`src/rtl/atd_pkg.sv`:
```
package atd_pkg;

  // Strobes passed from the settle controller to the decode datapath.
  typedef struct packed {
    logic latchEn;   // capture the synchronised address this edge
    logic inhibit;   // window open: decoders must stay quiet
  } gateStrobes_t;

endpackage

```
`src/rtl/atd_settle_ctrl.sv`:
```
module atd_settle_ctrl
  import atd_pkg::*;
#(
  parameter int ADDR_W      = 4,
  parameter int HOLD_CYCLES = 16
) (
  input  logic              clk,
  input  logic              rstN,
  input  logic [ADDR_W-1:0] addrIn,
  output logic [ADDR_W-1:0] syncAddr,
  output logic              busy,
  output gateStrobes_t      strobes
);

  localparam int CNT_W = $clog2(HOLD_CYCLES + 1);
  localparam logic [CNT_W-1:0] LAST_COUNT = CNT_W'(HOLD_CYCLES - 1);

  logic [ADDR_W-1:0] stage1;
  logic [ADDR_W-1:0] stage2;
  logic [ADDR_W-1:0] prevSample;
  logic [ADDR_W-1:0] bitToggled;
  logic [CNT_W-1:0]  holdCnt;
  logic              busyQ;
  logic              armed;
  logic              anyChange;
  logic              kick;
  logic              expire;

  // One comparator per address bit against its previous sample.
  for (genvar b = 0; b < ADDR_W; b++) begin : g_bitCmp
    assign bitToggled[b] = stage2[b] ^ prevSample[b];
  end

  assign anyChange = |bitToggled;
  assign kick      = anyChange | ~armed;
  assign expire    = busyQ & ~kick & (holdCnt == LAST_COUNT);

  always_ff @(posedge clk) begin
    if (!rstN) begin
      stage1     <= '0;
      stage2     <= '0;
      prevSample <= '0;
      armed      <= 1'b0;
      busyQ      <= 1'b0;
      holdCnt    <= '0;
    end else begin
      stage1     <= addrIn;
      stage2     <= stage1;
      prevSample <= stage2;
      armed      <= 1'b1;
      if (kick) begin
        busyQ   <= 1'b1;
        holdCnt <= '0;
      end else if (busyQ) begin
        if (holdCnt == LAST_COUNT) begin
          busyQ   <= 1'b0;
          holdCnt <= '0;
        end else begin
          holdCnt <= holdCnt + 1'b1;
        end
      end
    end
  end

  assign syncAddr        = stage2;
  assign busy            = busyQ;
  assign strobes.latchEn = expire;
  assign strobes.inhibit = busyQ;

  // any detected change opens or restarts the window from zero
  p_restart_on_change_r4: assert property (@(posedge clk) disable iff (!rstN)
    anyChange |=> (busyQ && holdCnt == '0));

  // the window only closes after the full count has elapsed
  p_full_window_r3: assert property (@(posedge clk) disable iff (!rstN)
    $fell(busyQ) |-> ($past(holdCnt) == LAST_COUNT));

  // closing the window requires no change in the last cycle
  p_quiet_close_r6: assert property (@(posedge clk) disable iff (!rstN)
    $fell(busyQ) |-> !$past(anyChange));

endmodule

```
`src/rtl/atd_decode_path.sv`:
```
module atd_decode_path
  import atd_pkg::*;
#(
  parameter int ROW_BITS = 2,
  parameter int COL_BITS = 2
) (
  input  logic                         clk,
  input  logic                         rstN,
  input  logic [ROW_BITS+COL_BITS-1:0] syncAddr,
  input  gateStrobes_t                 strobes,
  input  logic                         wrStrobe,
  output logic [(1<<ROW_BITS)-1:0]     rowSel,
  output logic [(1<<COL_BITS)-1:0]     colSel,
  output logic                         wrEn,
  output logic [ROW_BITS+COL_BITS-1:0] latchedAddr,
  output logic                         addrValid
);

  localparam int ADDR_W = ROW_BITS + COL_BITS;
  localparam int ROWS   = 1 << ROW_BITS;
  localparam int COLS   = 1 << COL_BITS;

  logic [ROW_BITS-1:0] rowIdx;
  logic [COL_BITS-1:0] colIdx;
  logic                selEnable;

  always_ff @(posedge clk) begin
    if (!rstN) begin
      latchedAddr <= '0;
      addrValid   <= 1'b0;
    end else if (strobes.latchEn) begin
      latchedAddr <= syncAddr;
      addrValid   <= 1'b1;
    end
  end

  assign rowIdx    = latchedAddr[ADDR_W-1:COL_BITS];
  assign colIdx    = latchedAddr[COL_BITS-1:0];
  assign selEnable = addrValid & ~strobes.inhibit;

  for (genvar r = 0; r < ROWS; r++) begin : g_rowDec
    assign rowSel[r] = selEnable & (rowIdx == ROW_BITS'(r));
  end

  for (genvar c = 0; c < COLS; c++) begin : g_colDec
    assign colSel[c] = selEnable & (colIdx == COL_BITS'(c));
  end

  assign wrEn = selEnable & wrStrobe;

  // an open window silences every select and the write enable
  p_quiet_while_busy_r5: assert property (@(posedge clk) disable iff (!rstN)
    strobes.inhibit |-> (rowSel == '0 && colSel == '0 && !wrEn));

  // outside the window a valid address drives exactly one row and one column
  p_onehot_sel_r7: assert property (@(posedge clk) disable iff (!rstN)
    (!strobes.inhibit && addrValid) |-> ($countones(rowSel) == 1 && $countones(colSel) == 1));

  // the captured address moves only on the edge where the window closes
  p_capture_at_close_r6: assert property (@(posedge clk) disable iff (!rstN)
    (latchedAddr != $past(latchedAddr)) |-> ($past(strobes.inhibit) && !strobes.inhibit));

  // no write without an active selection
  p_write_needs_sel_r8: assert property (@(posedge clk) disable iff (!rstN)
    wrEn |-> (rowSel != '0 && colSel != '0 && wrStrobe));

endmodule

```
`src/rtl/addr_settle_gate.sv`:
```
module addr_settle_gate
  import atd_pkg::*;
#(
  parameter int ROW_BITS    = 2,
  parameter int COL_BITS    = 2,
  parameter int HOLD_CYCLES = 16
) (
  input  logic                         clk,
  input  logic                         rstN,
  input  logic [ROW_BITS+COL_BITS-1:0] addrIn,
  input  logic                         wrStrobe,
  output logic [(1<<ROW_BITS)-1:0]     rowSel,
  output logic [(1<<COL_BITS)-1:0]     colSel,
  output logic                         wrEn,
  output logic [ROW_BITS+COL_BITS-1:0] latchedAddr,
  output logic                         addrValid,
  output logic                         busy
);

  localparam int ADDR_W = ROW_BITS + COL_BITS;

  logic [ADDR_W-1:0] syncAddr;
  gateStrobes_t      strobes;

  atd_settle_ctrl #(
    .ADDR_W      (ADDR_W),
    .HOLD_CYCLES (HOLD_CYCLES)
  ) u_ctrl (
    .clk      (clk),
    .rstN     (rstN),
    .addrIn   (addrIn),
    .syncAddr (syncAddr),
    .busy     (busy),
    .strobes  (strobes)
  );

  atd_decode_path #(
    .ROW_BITS (ROW_BITS),
    .COL_BITS (COL_BITS)
  ) u_path (
    .clk         (clk),
    .rstN        (rstN),
    .syncAddr    (syncAddr),
    .strobes     (strobes),
    .wrStrobe    (wrStrobe),
    .rowSel      (rowSel),
    .colSel      (colSel),
    .wrEn        (wrEn),
    .latchedAddr (latchedAddr),
    .addrValid   (addrValid)
  );

endmodule

```
`config.mk`:
```
export PLATFORM = sky130hd
export DESIGN_NAME = addr_settle_gate
export DESIGN_NICKNAME = d
export VERILOG_FILES = /design/src/rtl/atd_pkg.sv /design/src/rtl/atd_settle_ctrl.sv /design/src/rtl/atd_decode_path.sv /design/src/rtl/addr_settle_gate.sv
export SDC_FILE = /design/constraint.sdc
export NUM_CORES = 1
export LEC_CHECK = 0
export BUFFER_PORTS_ARGS = -buffer_cell sky130_fd_sc_hd__buf_2
export CELL_PAD_IN_SITES_DETAIL_PLACEMENT = 0
export CELL_PAD_IN_SITES_GLOBAL_PLACEMENT = 2
export CORE_UTILIZATION = 29
export CTS_BUF_LIST = sky130_fd_sc_hd__clkbuf_8
export CTS_CLUSTER_SIZE = 30
export DETAILED_ROUTE_END_ITERATION = 12
export MAX_ROUTING_LAYER = met4
export PLACE_DENSITY_LB_ADDON = 0.1
export SETUP_SLACK_MARGIN = 0.2
export SLEW_MARGIN = 20
export SYNTH_ARGS = -nofsm -noshare
export SYNTH_HDL_FRONTEND = slang
export SYNTH_SLANG_ARGS = --single-unit
export TNS_END_PERCENT = 30
```
`constraint.sdc`:
```
create_clock -name clk -period 1.45 [get_ports clk]
set_input_delay 0.0725 -clock clk [delete_from_list [all_inputs] [get_ports clk]]
set_output_delay 0.0725 -clock clk [all_outputs]
set_load 0.02 [all_outputs]
```
# Word-level counts from Yosys, hierarchy flattened
# Cells that the tools add are included.
[word_totals]
ff_bits = 24
out_inout_bits = 15
elab_cells = 46
[op_classes]
add_sub_neg = 1
eq_ne = 7
n_mux = 5
bitwise_logic = 21
reduce_logical = 4
[op_table]
columns = ["operator", "n"]
rows = [
  ["$and 1x1->1", 12],
  ["$eq 2x2->1 const B", 4],
  ["$add 5x1->5 const B", 1],
  ["$eq 5x4->1 const B", 1],
  ["$mux 5", 1],
  ["$eq 2x1->1 const B", 2],
  ["$logic_not 2->1", 2],
  ["$mux 1", 4],
  ["$not 1->1", 4],
  ["$reduce_or 4->1", 1],
  ["$xor 1x1->1", 4],
  ["$reduce_or 2->1", 1],
  ["$or 1x1->1", 1],
]

# Longest topological paths before layout
# Gate-level depths: netlist (run 1).
[logic_depth]
word_depth = 6
ltp_mapped = 5

# Cells and area by module
# Synthesis (run 1) repeated with hierarchy kept, for this count alone.
[unflattened]
cells_unflattened = 90
area_unflattened_um2 = 984.7
[by_module_without_submodules]
columns = ["module", "n_inst", "cells_per_inst", "area_each_um2", "seq_area_each_um2"]
rows = [
  ["atd_settle_ctrl", 1, 64, 723.2, 380.4],
  ["atd_decode_path", 1, 26, 261.5, 100.1],
]

# Worst setup path before layout (run 1)
# OpenSTA, ideal clock, no wires.
[synth_path]
kind = "flip-flop to flip-flop"
start = "register u_ctrl.busyQ, in the netlist u_ctrl.busy"
end = "register u_path.latchedAddr[0]"
setup_time_ns = 0.072
arrival_time_ns = 1.400
required_time_ns = 1.378
path_slack_ns = -0.022
stages_incl_launch_ff = 5
path_buffers = 0
period_less_slack_ns = 1.472
path_cell_list = "dfxtp_1 -> nand2_2 -> or3_4 -> nor3_4 -> mux2i_1"
[synth_via]
elab_chain_cells = 2
[synth_lines]
columns = ["element", "line", "source"]
rows = [
  ["start, declared", "atd_settle_ctrl.sv:23", "logic busyQ;"],
  ["start signal, assigned", "atd_settle_ctrl.sv:44", "busyQ <= 1'b0;"],
  ["start signal, assigned", "atd_settle_ctrl.sv:52", "busyQ <= 1'b1;"],
  ["start signal, assigned", "atd_settle_ctrl.sv:56", "busyQ <= 1'b0;"],
  ["$and 1x1->1 (2 in series)", "atd_settle_ctrl.sv:36", "assign expire = busyQ & ~kick & (holdCnt == LAST_COUNT);"],
  ["end signal, assigned", "atd_decode_path.sv:32", "latchedAddr <= syncAddr;"],
  ["end, declared", "atd_decode_path.sv:15", "output logic [ROW_BITS+COL_BITS-1:0] latchedAddr,"],
]
# Every way passes these cells.
# A chain may end at the register's enable or synchronous reset.

# Worst setup path after layout (run 1)
[layout_path]
start = "register u_ctrl.holdCnt[0]"
end = "register u_path.latchedAddr[1]"
[layout_via]
elab_chain_cells = 2
[layout_lines]
columns = ["element", "line", "source"]
rows = [
  ["start, declared", "atd_settle_ctrl.sv:22", "logic [CNT_W-1:0] holdCnt;"],
  ["start signal, assigned", "atd_settle_ctrl.sv:59", "holdCnt <= holdCnt + 1'b1;"],
  ["$eq 5x4->1", "atd_settle_ctrl.sv:36", ""],
  ["$and 1x1->1", "atd_settle_ctrl.sv:36", ""],
]
# Every way passes these cells.

==> reports/results.txt, run 1 <==
Worst Tran Pin Value: 0.318 ns
DRT antenna net count: 0
Number of CTS-inserted buffers: 3
Crit. End Element: flop
Die H: 57.9 um
Area Overhead vs Synth: 42.0%
#FFs+latches synth: 24
Clock Latency Late Sink: 0.26 ns
Crit path launch: u_ctrl.holdCnt[0]$_SDFFE_PP0P_
Count of pins over their slew limit: 0
Clock Sinks: 24
Tcrit/Tclk final: 1.01
Critical path class: flop to flop
First-pass DRT Iterations: 7
Placer Congestion: 0.707
Core Box Area: 2850 um^2
Chip Width: 57.9 um
Worst vdd ir: 657 uV
Global-route wire length before repair: 2890 um
IO Port Bufs: 21
Failing checks: DRC, setup timing
Slew margin rel.: 0.787
Worst R2R Path Depth: 5
Final Hold Viols: 0
Critical Path End: u_path.latchedAddr[1]$_SDFFE_PN0P_
Share of cells above drive strength 1: 0.408
CP required: 1.65 ns
Largest net degree at the start of global routing: 19
Final Instance Area: 1290 um^2
Clock skew: 0.00142 ns
Sequential-to-total area share from yosys stat: 0.530
Initial Util: 0.318
Gr usage total: 0.119
Global route overflow: 0
Total routed wirelength: 1770 um
Final net count: 139
Mean area per synthesized cell: 9.64 um^2
RSZ-0062 raised after global routing: true
Fmax: 0.682 GHz
# H-tree levels: 1
IO Pins: 22
Vias in the first global route: 668
Smallest hold slack: 0.00675 ns
Worst R2R End: u_path.latchedAddr[1]$_SDFFE_PN0P_
Post-Syn Area: 906 um^2
Post-Synthesis Cells: 94
# rows: 19
Ys Warns: 0
Fillcell total: 297
Setup crit start kind: flop
Pwr dens: 952 nW/um^2
Routed vias/inst: 4.52
R2R setup slack: -0.02 ns
Die ar.: 3350 um^2
HPWL after DPL: 1190 um
DR WL/cell: 11.0 um
MaxCap Viol Count: 0
Worst setup margin: -0.0162 ns
Max clock buf depth: 2
Clk root buf: clkbuf_8
Antenna diode count: 0
Synth unique cells: 27
Setup Viol. Count Final: 4
Synth Net Count: 102
Reg2reg start: u_ctrl.holdCnt[0]$_SDFFE_PP0P_
Tmin final: 1.47 ns
Vias: 728
Outcome: finished with violations
Clock slew at reported path FFs: 0.08 ns
Initial detailed-routing violation count: 21
Pleak: 0.574 nW
Placed Area: 1080 um^2
Critical path arrival: 1.67 ns
Post-route total power: 0.00122 W
Largest fanout on the critical path: 5
Initial antenna violation count: 0
Residual DRC count: 2
Worst Hold Class: input pin to flop
Clock tree from TritonCTS: built
[timing repair]
| action | CTS | global route |
|---|---|---|
| resized for setup | 14 | 11 |
| endpoints found under the hold margin | 0 | 1 |
| setup endpoints to repair | 18 | 19 |
| setup buffers | 2 | 5 |
| pin swaps | 4 | 7 |
| hold buffers | 0 | 1 |
[per-layer routing]
layer  up-vias  part of all wire  routed length (um)  GRT usage
li1        380                 -                   -          -
met5         -                 0                   0          -
met3         5             0.053                  93     0.0357
met2        20              0.44                 783      0.176
met4         0             0.022                  38     0.0612
met1       323              0.48                 851      0.147
[cell families after synthesis]
family / count (synthesis) / share of synthesized area
AOI/OAI and AO/OA: 4 / 0.0249
xor gates and xnor gates: 6 / 0.0580
adders and majority gates: 1 / 0.0138
buffers and inverters: 7 / 0.0290
DFF: 24 / 0.530
muxes: 5 / 0.0566
and+or+nand+nor: 47 / 0.287
[placed cells by master (no fill, tap or decap), types with 3 or more instances in the layout]
master	synthesis	routed
and2_1	9	9
buf_2	0	12
buf_4	0	18
buf_6	0	3
clkbuf_8	0	4
dfxtp_1	24	21
dfxtp_2	0	3
inv_1	5	5
mux2i_1	4	4
nand2_1	14	13
nor2_1	6	5
xnor2_1	4	4
[synthesized netlist by cell type]
| master | n | share of area |
|---|---|---|
| a21oi_1 | 2 | 0.011 |
| and2_1 | 9 | 0.062 |
| and2b_1 | 1 | 0.0083 |
| and3_1 | 2 | 0.014 |
| clkbuf_1 | 2 | 0.0083 |
| dfxtp_1 | 24 | 0.53 |
| ha_1 | 1 | 0.014 |
| inv_1 | 5 | 0.021 |
| mux2_2 | 1 | 0.012 |
| mux2i_1 | 4 | 0.044 |
| nand2_1 | 14 | 0.058 |
| nand2_2 | 1 | 0.0069 |
| nand2b_1 | 2 | 0.014 |
| nand3_1 | 2 | 0.011 |
| nand4_1 | 1 | 0.0069 |
| nand4b_1 | 1 | 0.0097 |
| nor2_1 | 6 | 0.025 |
| nor3_1 | 2 | 0.011 |
| nor3_4 | 1 | 0.018 |
| nor3b_1 | 2 | 0.017 |
| nor4_1 | 1 | 0.0069 |
| o21a_1 | 1 | 0.0083 |
| o21ai_0 | 1 | 0.0055 |
| or3_1 | 1 | 0.0069 |
| or3_4 | 1 | 0.012 |
| xnor2_1 | 4 | 0.039 |
| xor2_1 | 2 | 0.019 |
[report_power, final]
group          internal (W)  total [W]  leakage (nW)  switching (W)
Sequential         0.000678   0.000685         0.197     0.00000788
Clock              0.000242   0.000448        0.0288       0.000206
Combinational     0.0000497  0.0000908         0.348      0.0000411
[registers in the layout, indices dropped and copies added (netlist names)]
signal,flops
u_ctrl.stage1,4
u_ctrl.syncAddr,4
u_ctrl.armed,1
u_ctrl.busy,1
u_ctrl.holdCnt,5
u_path.addrValid,1
u_ctrl.prevSample,4
u_path.latchedAddr,4
[through the flow]
step                setup TNS [ns]  utilization  std cells  setup slack, ns
CTS                         -0.225        0.421        155          -0.0610
global route                -0.390        0.451        161           -0.109
global placement           -0.0472        0.379        149          -0.0133
finish                     -0.0471        0.451        161          -0.0162
floorplan                        0            -         94           0.0279
detailed placement          -0.160        0.379        149          -0.0435
[layout make-up]
cell class,count,area [um^2],area share
sequential,24,484,0.376
multi-input combinational,63,450,0.350
timing repair buffer,34,239,0.186
clock buffer,4,55.1,0.0428
tap,31,38.8,0.0302
inverter,5,18.8,0.0146
[critical path, cell delays in order (launching register included)]
cell     delay (ns)
dfxtp_2        0.36
ha_4           0.15
nand2_2        0.06
or3_4          0.34
nor3_4         0.27
mux2i_1        0.22
[how the worst min path moves through the flow]
stage	startpoint	endpoint	slack [ns]	depth (start not counted)
6_report	addrIn[0]	u_ctrl.stage1[0]$_SDFF_PN0_	0.007	2
5_1_grt	addrIn[1]	u_ctrl.stage1[1]$_SDFF_PN0_	0.002	2
4_1_cts	addrIn[2]	u_ctrl.stage1[2]$_SDFF_PN0_	0.003	2
3_5_place_dp	addrIn[2]	u_ctrl.stage1[2]$_SDFF_PN0_	0.28	2
3_3_place_gp	addrIn[0]	u_ctrl.stage1[0]$_SDFF_PN0_	0.28	2
2_1_floorplan	rstN	u_ctrl.armed$_DFF_P_	0.10	0
Power figures use the tool's default switching activity.
==> run 2, diff against run 1 <==
--- a/config.mk
+++ b/config.mk
@@ -8,6 +8,7 @@
 export BUFFER_PORTS_ARGS = -buffer_cell sky130_fd_sc_hd__buf_2
 export CELL_PAD_IN_SITES_DETAIL_PLACEMENT = 0
 export CELL_PAD_IN_SITES_GLOBAL_PLACEMENT = 2
+export CORE_ASPECT_RATIO = 1.5
 export CORE_UTILIZATION = 29
 export CTS_BUF_LIST = sky130_fd_sc_hd__clkbuf_8
 export CTS_CLUSTER_SIZE = 30
==> reports/results.txt, run 2 (synthesized netlist as in run 1, its figures left out) <==
Outcome: finished clean (was finished with violations)
Final net count: 135 (was 139)
Worst Tran Pin Value: 0.304 ns (was 0.318 ns)
Max clock buf depth: 2 (unchanged)
Clock Latency Late Sink: 0.26 ns (about the same)
Gr usage total: 0.119 (about the same)
Largest net degree at the start of global routing: 19 (unchanged)
Antenna diode count: 0 (unchanged)
Setup Viol. Count Final: 0 (was 4)
Initial Util: 0.308 (was 0.318)
# rows: 24 (was 19)
Met2 usage: 0.183 (was 0.176)
Chip Width: 47.6 um (was 57.9 um)
Worst Hold Class: input pin to flop (unchanged)
Grt met3 use: 0.0233 (was 0.0357)
Commonest non-fill, non-tap cells in the layout: dfxtp_1, buf_2, nand2_1 (was dfxtp_1, buf_4, nand2_1)
Total routed wirelength: 1770 um (about the same)
Placer Congestion: 0.699 (was 0.707)
Area Overhead vs Synth: 45.2% (was 42.0%)
Critical path arrival: 1.63 ns (was 1.67 ns)
Global-route wire length before repair: 2820 um (was 2890 um)
Share of cells above drive strength 1: 0.460 (was 0.408)
Initial detailed-routing violation count: 6 (was 21)
Vias in the first global route: 656 (was 668)
Vias: 725 (was 728)
Most common cell after layout, fill and taps aside: dfxtp_1 (unchanged)
Global route overflow: 0 (unchanged)
Die ar.: 3360 um^2 (was 3350 um^2)
IO Port Bufs: 21 (unchanged)
Residual DRC count: 0 (was 2)
Clock skew: 0.00415 ns (was 0.00142 ns)
Clock slew at reported path FFs: 0.08 ns (about the same)
Routed vias/inst: 4.39 (was 4.52)
DRT antenna net count: 0 (unchanged)
HPWL after DPL: 1270 um (was 1190 um)
Setup crit start kind: flop (unchanged)
Tcrit/Tclk final: 0.992 (was 1.01)
# H-tree levels: 1 (unchanged)
Post-layout util: 0.447 (was 0.451)
First-pass DRT Iterations: 2 (was 7)
Pleak: 0.576 nW (was 0.574 nW)
Largest fanout on the critical path: 5 (unchanged)
Core Box Area: 2940 um^2 (was 2850 um^2)
MaxCap Viol Count: 0 (unchanged)
Clock Sinks: 24 (unchanged)
Initial antenna violation count: 0 (unchanged)
Count of pins over their slew limit: 0 (unchanged)
CP required: 1.64 ns (was 1.65 ns)
RSZ-0062 raised after global routing: true (unchanged)
Met1 usage: 0.145 (was 0.147)
Max FFs per register: 5 (unchanged)
Critical path class: flop to flop (unchanged)
Pwr dens: 929 nW/um^2 (was 952 nW/um^2)
Worst vdd ir: 635 uV (was 657 uV)
Gr busiest metal: met2 (unchanged)
Post-route total power: 0.00122 W (about the same)
Slew margin rel.: 0.797 (was 0.787)
Fmax: 0.695 GHz (was 0.682 GHz)
Final Hold Viols: 0 (unchanged)
Crit. End Element: flop (unchanged)
Final Instance Area: 1320 um^2 (was 1290 um^2)
Die H: 70.5 um (was 57.9 um)
Largest Register: u_ctrl.holdCnt (unchanged)
Placed Area: 1110 um^2 (was 1080 um^2)
DR WL/cell: 10.8 um (was 11.0 um)
Tmin final: 1.44 ns (was 1.47 ns)
Clock tree from TritonCTS: built (unchanged)
Clk root buf: clkbuf_8 (unchanged)
IO Pins: 22 (unchanged)
Number of CTS-inserted buffers: 3 (unchanged)
==> run 2: changes by cell type in the layout (fill, tap and decap cells not counted), moves of 2 or more <==
cell / change
buf_4: -6
dfxtp_1: -2
buf_2: +3
dfxtp_2: +2
==> run 2: critical path: stages, from the launching register on <==
cell	delay, ns
dfxtp_2	0.36
ha_4	0.14
nand2_2	0.05
or3_4	0.34
nor3_4	0.26
mux2i_1	0.22
==> run 2: final timing paths <==
kind	start	to	slack [ns]	cells past startpoint
setup / recovery	u_ctrl.holdCnt[0]$_SDFFE_PP0P_	u_path.latchedAddr[2]$_SDFFE_PN0P_	0.01	5
hold reg to reg	u_ctrl.stage1[0]$_SDFF_PN0_	u_ctrl.syncAddr[0]$_SDFF_PN0_	0.44	1
hold / removal	addrIn[1]	u_ctrl.stage1[1]$_SDFF_PN0_	0.01	2
setup reg to reg	u_ctrl.holdCnt[0]$_SDFFE_PP0P_	u_path.latchedAddr[2]$_SDFFE_PN0P_	0.01	5
==> run 2: final cells by class <==
| cell class | count | area (um^2) |
|---|---|---|
| clock buffers | 4 | 55.1 |
| well taps | 39 | 48.8 |
| multi-input cells | 63 | 507 |
| repair buffers | 30 | 199 |
| fillers | 319 | 1630 |
| flip-flops and latches | 24 | 487 |
| inverters | 5 | 18.8 |
==> run 2: timing repair <==
action	in CTS	in global routing
pin swaps	4	11
endpoints found under the hold margin	0	0
endpoints found under the setup margin	18	19
resized for setup	16	16
hold buffers	0	0
buffers inserted	1	1
==> run 2: metal layers <==
layer	vias up	wire length, um
li1	370	-
met1	337	768
met2	14	929
met3	4	46
met4	0	30
met5	-	0
==> run 2: metrics by stage <==
stage | std cells | hold slack (ns) | setup TNS [ns] | worst slack, ns
floorplan | 94 | 0.100 | 0 | 0.0279
global placement | 159 | 0.279 | -0.000572 | -0.000572
detailed placement | 159 | 0.281 | -0.0962 | -0.0315
CTS | 164 | 0.00755 | -0.00532 | -0.00532
global route | 165 | 0.0109 | -0.294 | -0.0763
finish | 165 | 0.0102 | 0 | 0.0109
==> run 2: power breakdown <==
| part | switching [W] | internal (W) |
|---|---|---|
| combinational | 0.0000479 | 0.0000456 |
| clock | 0.000200 | 0.000242 |
| sequential | 0.00000891 | 0.000678 |
==> run 3, diff against run 2 <==
--- a/config.mk
+++ b/config.mk
@@ -15,6 +15,7 @@
 export DETAILED_ROUTE_END_ITERATION = 12
 export MAX_ROUTING_LAYER = met4
 export PLACE_DENSITY_LB_ADDON = 0.1
+export RECOVER_POWER = 100
 export SETUP_SLACK_MARGIN = 0.2
 export SLEW_MARGIN = 20
 export SYNTH_ARGS = -nofsm -noshare
==> reports/results.txt, run 3 (synthesized netlist as in run 1, its figures left out) <==
Clock slew at reported path FFs: 0.08 ns (about the same)
Largest net degree at the start of global routing: 19 (unchanged)
First-pass DRT Iterations: 2 (unchanged)
Final net count: 135 (unchanged)
Vias in the first global route: 656 (unchanged)
Pleak: 0.559 nW (was 0.576 nW)
Routed vias/inst: 4.39 (unchanged)
Critical path class: flop to flop (unchanged)
Count of pins over their slew limit: 0 (unchanged)
IO Port Bufs: 21 (unchanged)
Most common cell after layout, fill and taps aside: dfxtp_1 (unchanged)
Antenna diode count: 0 (unchanged)
Number of CTS-inserted buffers: 3 (unchanged)
Post-layout util: 0.444 (was 0.447)
Clock Latency Late Sink: 0.26 ns (about the same)
Chip Width: 47.6 um (unchanged)
Final Hold Viols: 0 (unchanged)
RSZ-0062 raised after global routing: true (unchanged)
Routed met2 length: 932 um (was 929 um)
Worst R2R Path Depth: 5 (unchanged)
Final Instance Area: 1310 um^2 (was 1320 um^2)
Initial antenna violation count: 0 (unchanged)
Smallest hold slack: 0.0102 ns (about the same)
Clock skew: 0.00394 ns (was 0.00415 ns)
Initial Util: 0.308 (unchanged)
Global route overflow: 0 (unchanged)
Core Box Area: 2940 um^2 (unchanged)
Worst setup margin: 0.0112 ns (was 0.0109 ns)
Min-Delay Path Depth: 2 (unchanged)
Placer Congestion: 0.699 (unchanged)
HPWL after DPL: 1270 um (unchanged)
DRT antenna net count: 0 (unchanged)
Critical path arrival: 1.63 ns (about the same)
Clock Sinks: 24 (unchanged)
Die H: 70.5 um (unchanged)
Setup Viol. Count Final: 0 (unchanged)
WL met1: 769 um (was 768 um)
Max FFs per register: 5 (unchanged)
Tmin final: 1.44 ns (about the same)
Fmax: 0.695 GHz (about the same)
Die ar.: 3360 um^2 (unchanged)
Worst Tran Pin Value: 0.304 ns (unchanged)
Residual DRC count: 0 (unchanged)
Setup crit start kind: flop (unchanged)
TNS Setup: 0 ns (unchanged)
Slew margin rel.: 0.797 (unchanged)
Routed wl met3: 47 um (was 46 um)
Clock tree from TritonCTS: built (unchanged)
Max clock buf depth: 2 (unchanged)
# H-tree levels: 1 (unchanged)
Crit. End Element: flop (unchanged)
Hold_buf cts: 0 (unchanged)
Area Overhead vs Synth: 44.3% (was 45.2%)
MaxCap Viol Count: 0 (unchanged)
Largest Register: u_ctrl.holdCnt (unchanged)
DR WL/cell: 10.8 um (about the same)
IO Pins: 22 (unchanged)
Total routed wirelength: 1780 um (was 1770 um)
Outcome: finished clean (unchanged)
Global-route wire length before repair: 2820 um (unchanged)
Gr usage total: 0.119 (unchanged)
Highest metal used: met4 (unchanged)
Pwr dens: 934 nW/um^2 (was 929 nW/um^2)
Tcrit/Tclk final: 0.992 (about the same)
Vias: 725 (unchanged)
Clk root buf: clkbuf_8 (unchanged)
Largest fanout on the critical path: 5 (unchanged)
# rows: 24 (unchanged)
Place WS: -0.0315 ns (unchanged)
Worst vdd ir: 635 uV (about the same)
Share of cells above drive strength 1: 0.413 (was 0.460)
Placed Area: 1110 um^2 (unchanged)
CP required: 1.64 ns (about the same)
Commonest non-fill, non-tap cells in the layout: dfxtp_1, nand2_1, buf_4 (was dfxtp_1, buf_2, nand2_1)
Initial detailed-routing violation count: 6 (unchanged)
R2R setup slack: 0.01 ns (about the same)
Worst Hold Class: input pin to flop (unchanged)
-- run 3: cell count changes in the layout (fill, tap and decap cells not counted) --
cell	previous run	this run
and2_1	9	8
and2_0	0	1
dfxtp_2	5	3
buf_2	15	11
dfxtp_1	19	21
clkbuf_1	0	4
-- run 3: worst paths after layout --
| check | startpoint | to |
|---|---|---|
| min reg2reg | u_ctrl.stage1[0]$_SDFF_PN0_ | u_ctrl.syncAddr[0]$_SDFF_PN0_ |
| max reg2reg | u_ctrl.holdCnt[0]$_SDFFE_PP0P_ | u_path.latchedAddr[2]$_SDFFE_PN0P_ |
| min | addrIn[1] | u_ctrl.stage1[1]$_SDFF_PN0_ |
| max | u_ctrl.holdCnt[0]$_SDFFE_PP0P_ | u_path.latchedAddr[2]$_SDFFE_PN0P_ |
-- run 3: repair_timing --
| item | 4_1_cts | 5_1_grt |
|---|---|---|
| gates cloned | 0 | 0 |
| gates resized for setup | 16 | 16 |
| setup buffers | 1 | 1 |
| pin swaps | 4 | 11 |
| endpoints found under the setup margin | 18 | 19 |
-- run 3: report_power, final --
part,switching (W),internal [W]
Combinational,0.0000480,0.0000445
Sequential,0.00000893,0.000678
Clock,0.000200,0.000242
Total,0.000257,0.000964
-- run 3: per-stage QoR --
step                cells  total power, W
floorplan              94        0.000746
global placement      159        0.000776
detailed placement    159        0.000777
CTS                   164         0.00122
global route          165         0.00126
finish                165         0.00122
-- run 3: area by class of cell --
cell class                      count  area (um^2)
Fill cell                         325         1640
Multi-Input combinational cell     63          507
Sequential cell                    24          484
Timing Repair Buffer               30          194
Clock buffer                        4         55.1
Tap cell                           39         48.8
Inverter                            5         18.8
-- run 3: metal layers --
metal	vias to the layer above	track usage
met3	4	0.0233
met1	337	0.145
met2	14	0.183
li1	370	-
met5	-	-
met4	0	0.0556
-- run 3: worst max-delay path, stage by stage, from the launching register on --
cell	delay (ns)
dfxtp_2	0.36
ha_4	0.14
nand2_2	0.05
or3_4	0.34
nor3_4	0.26
mux2i_1	0.22
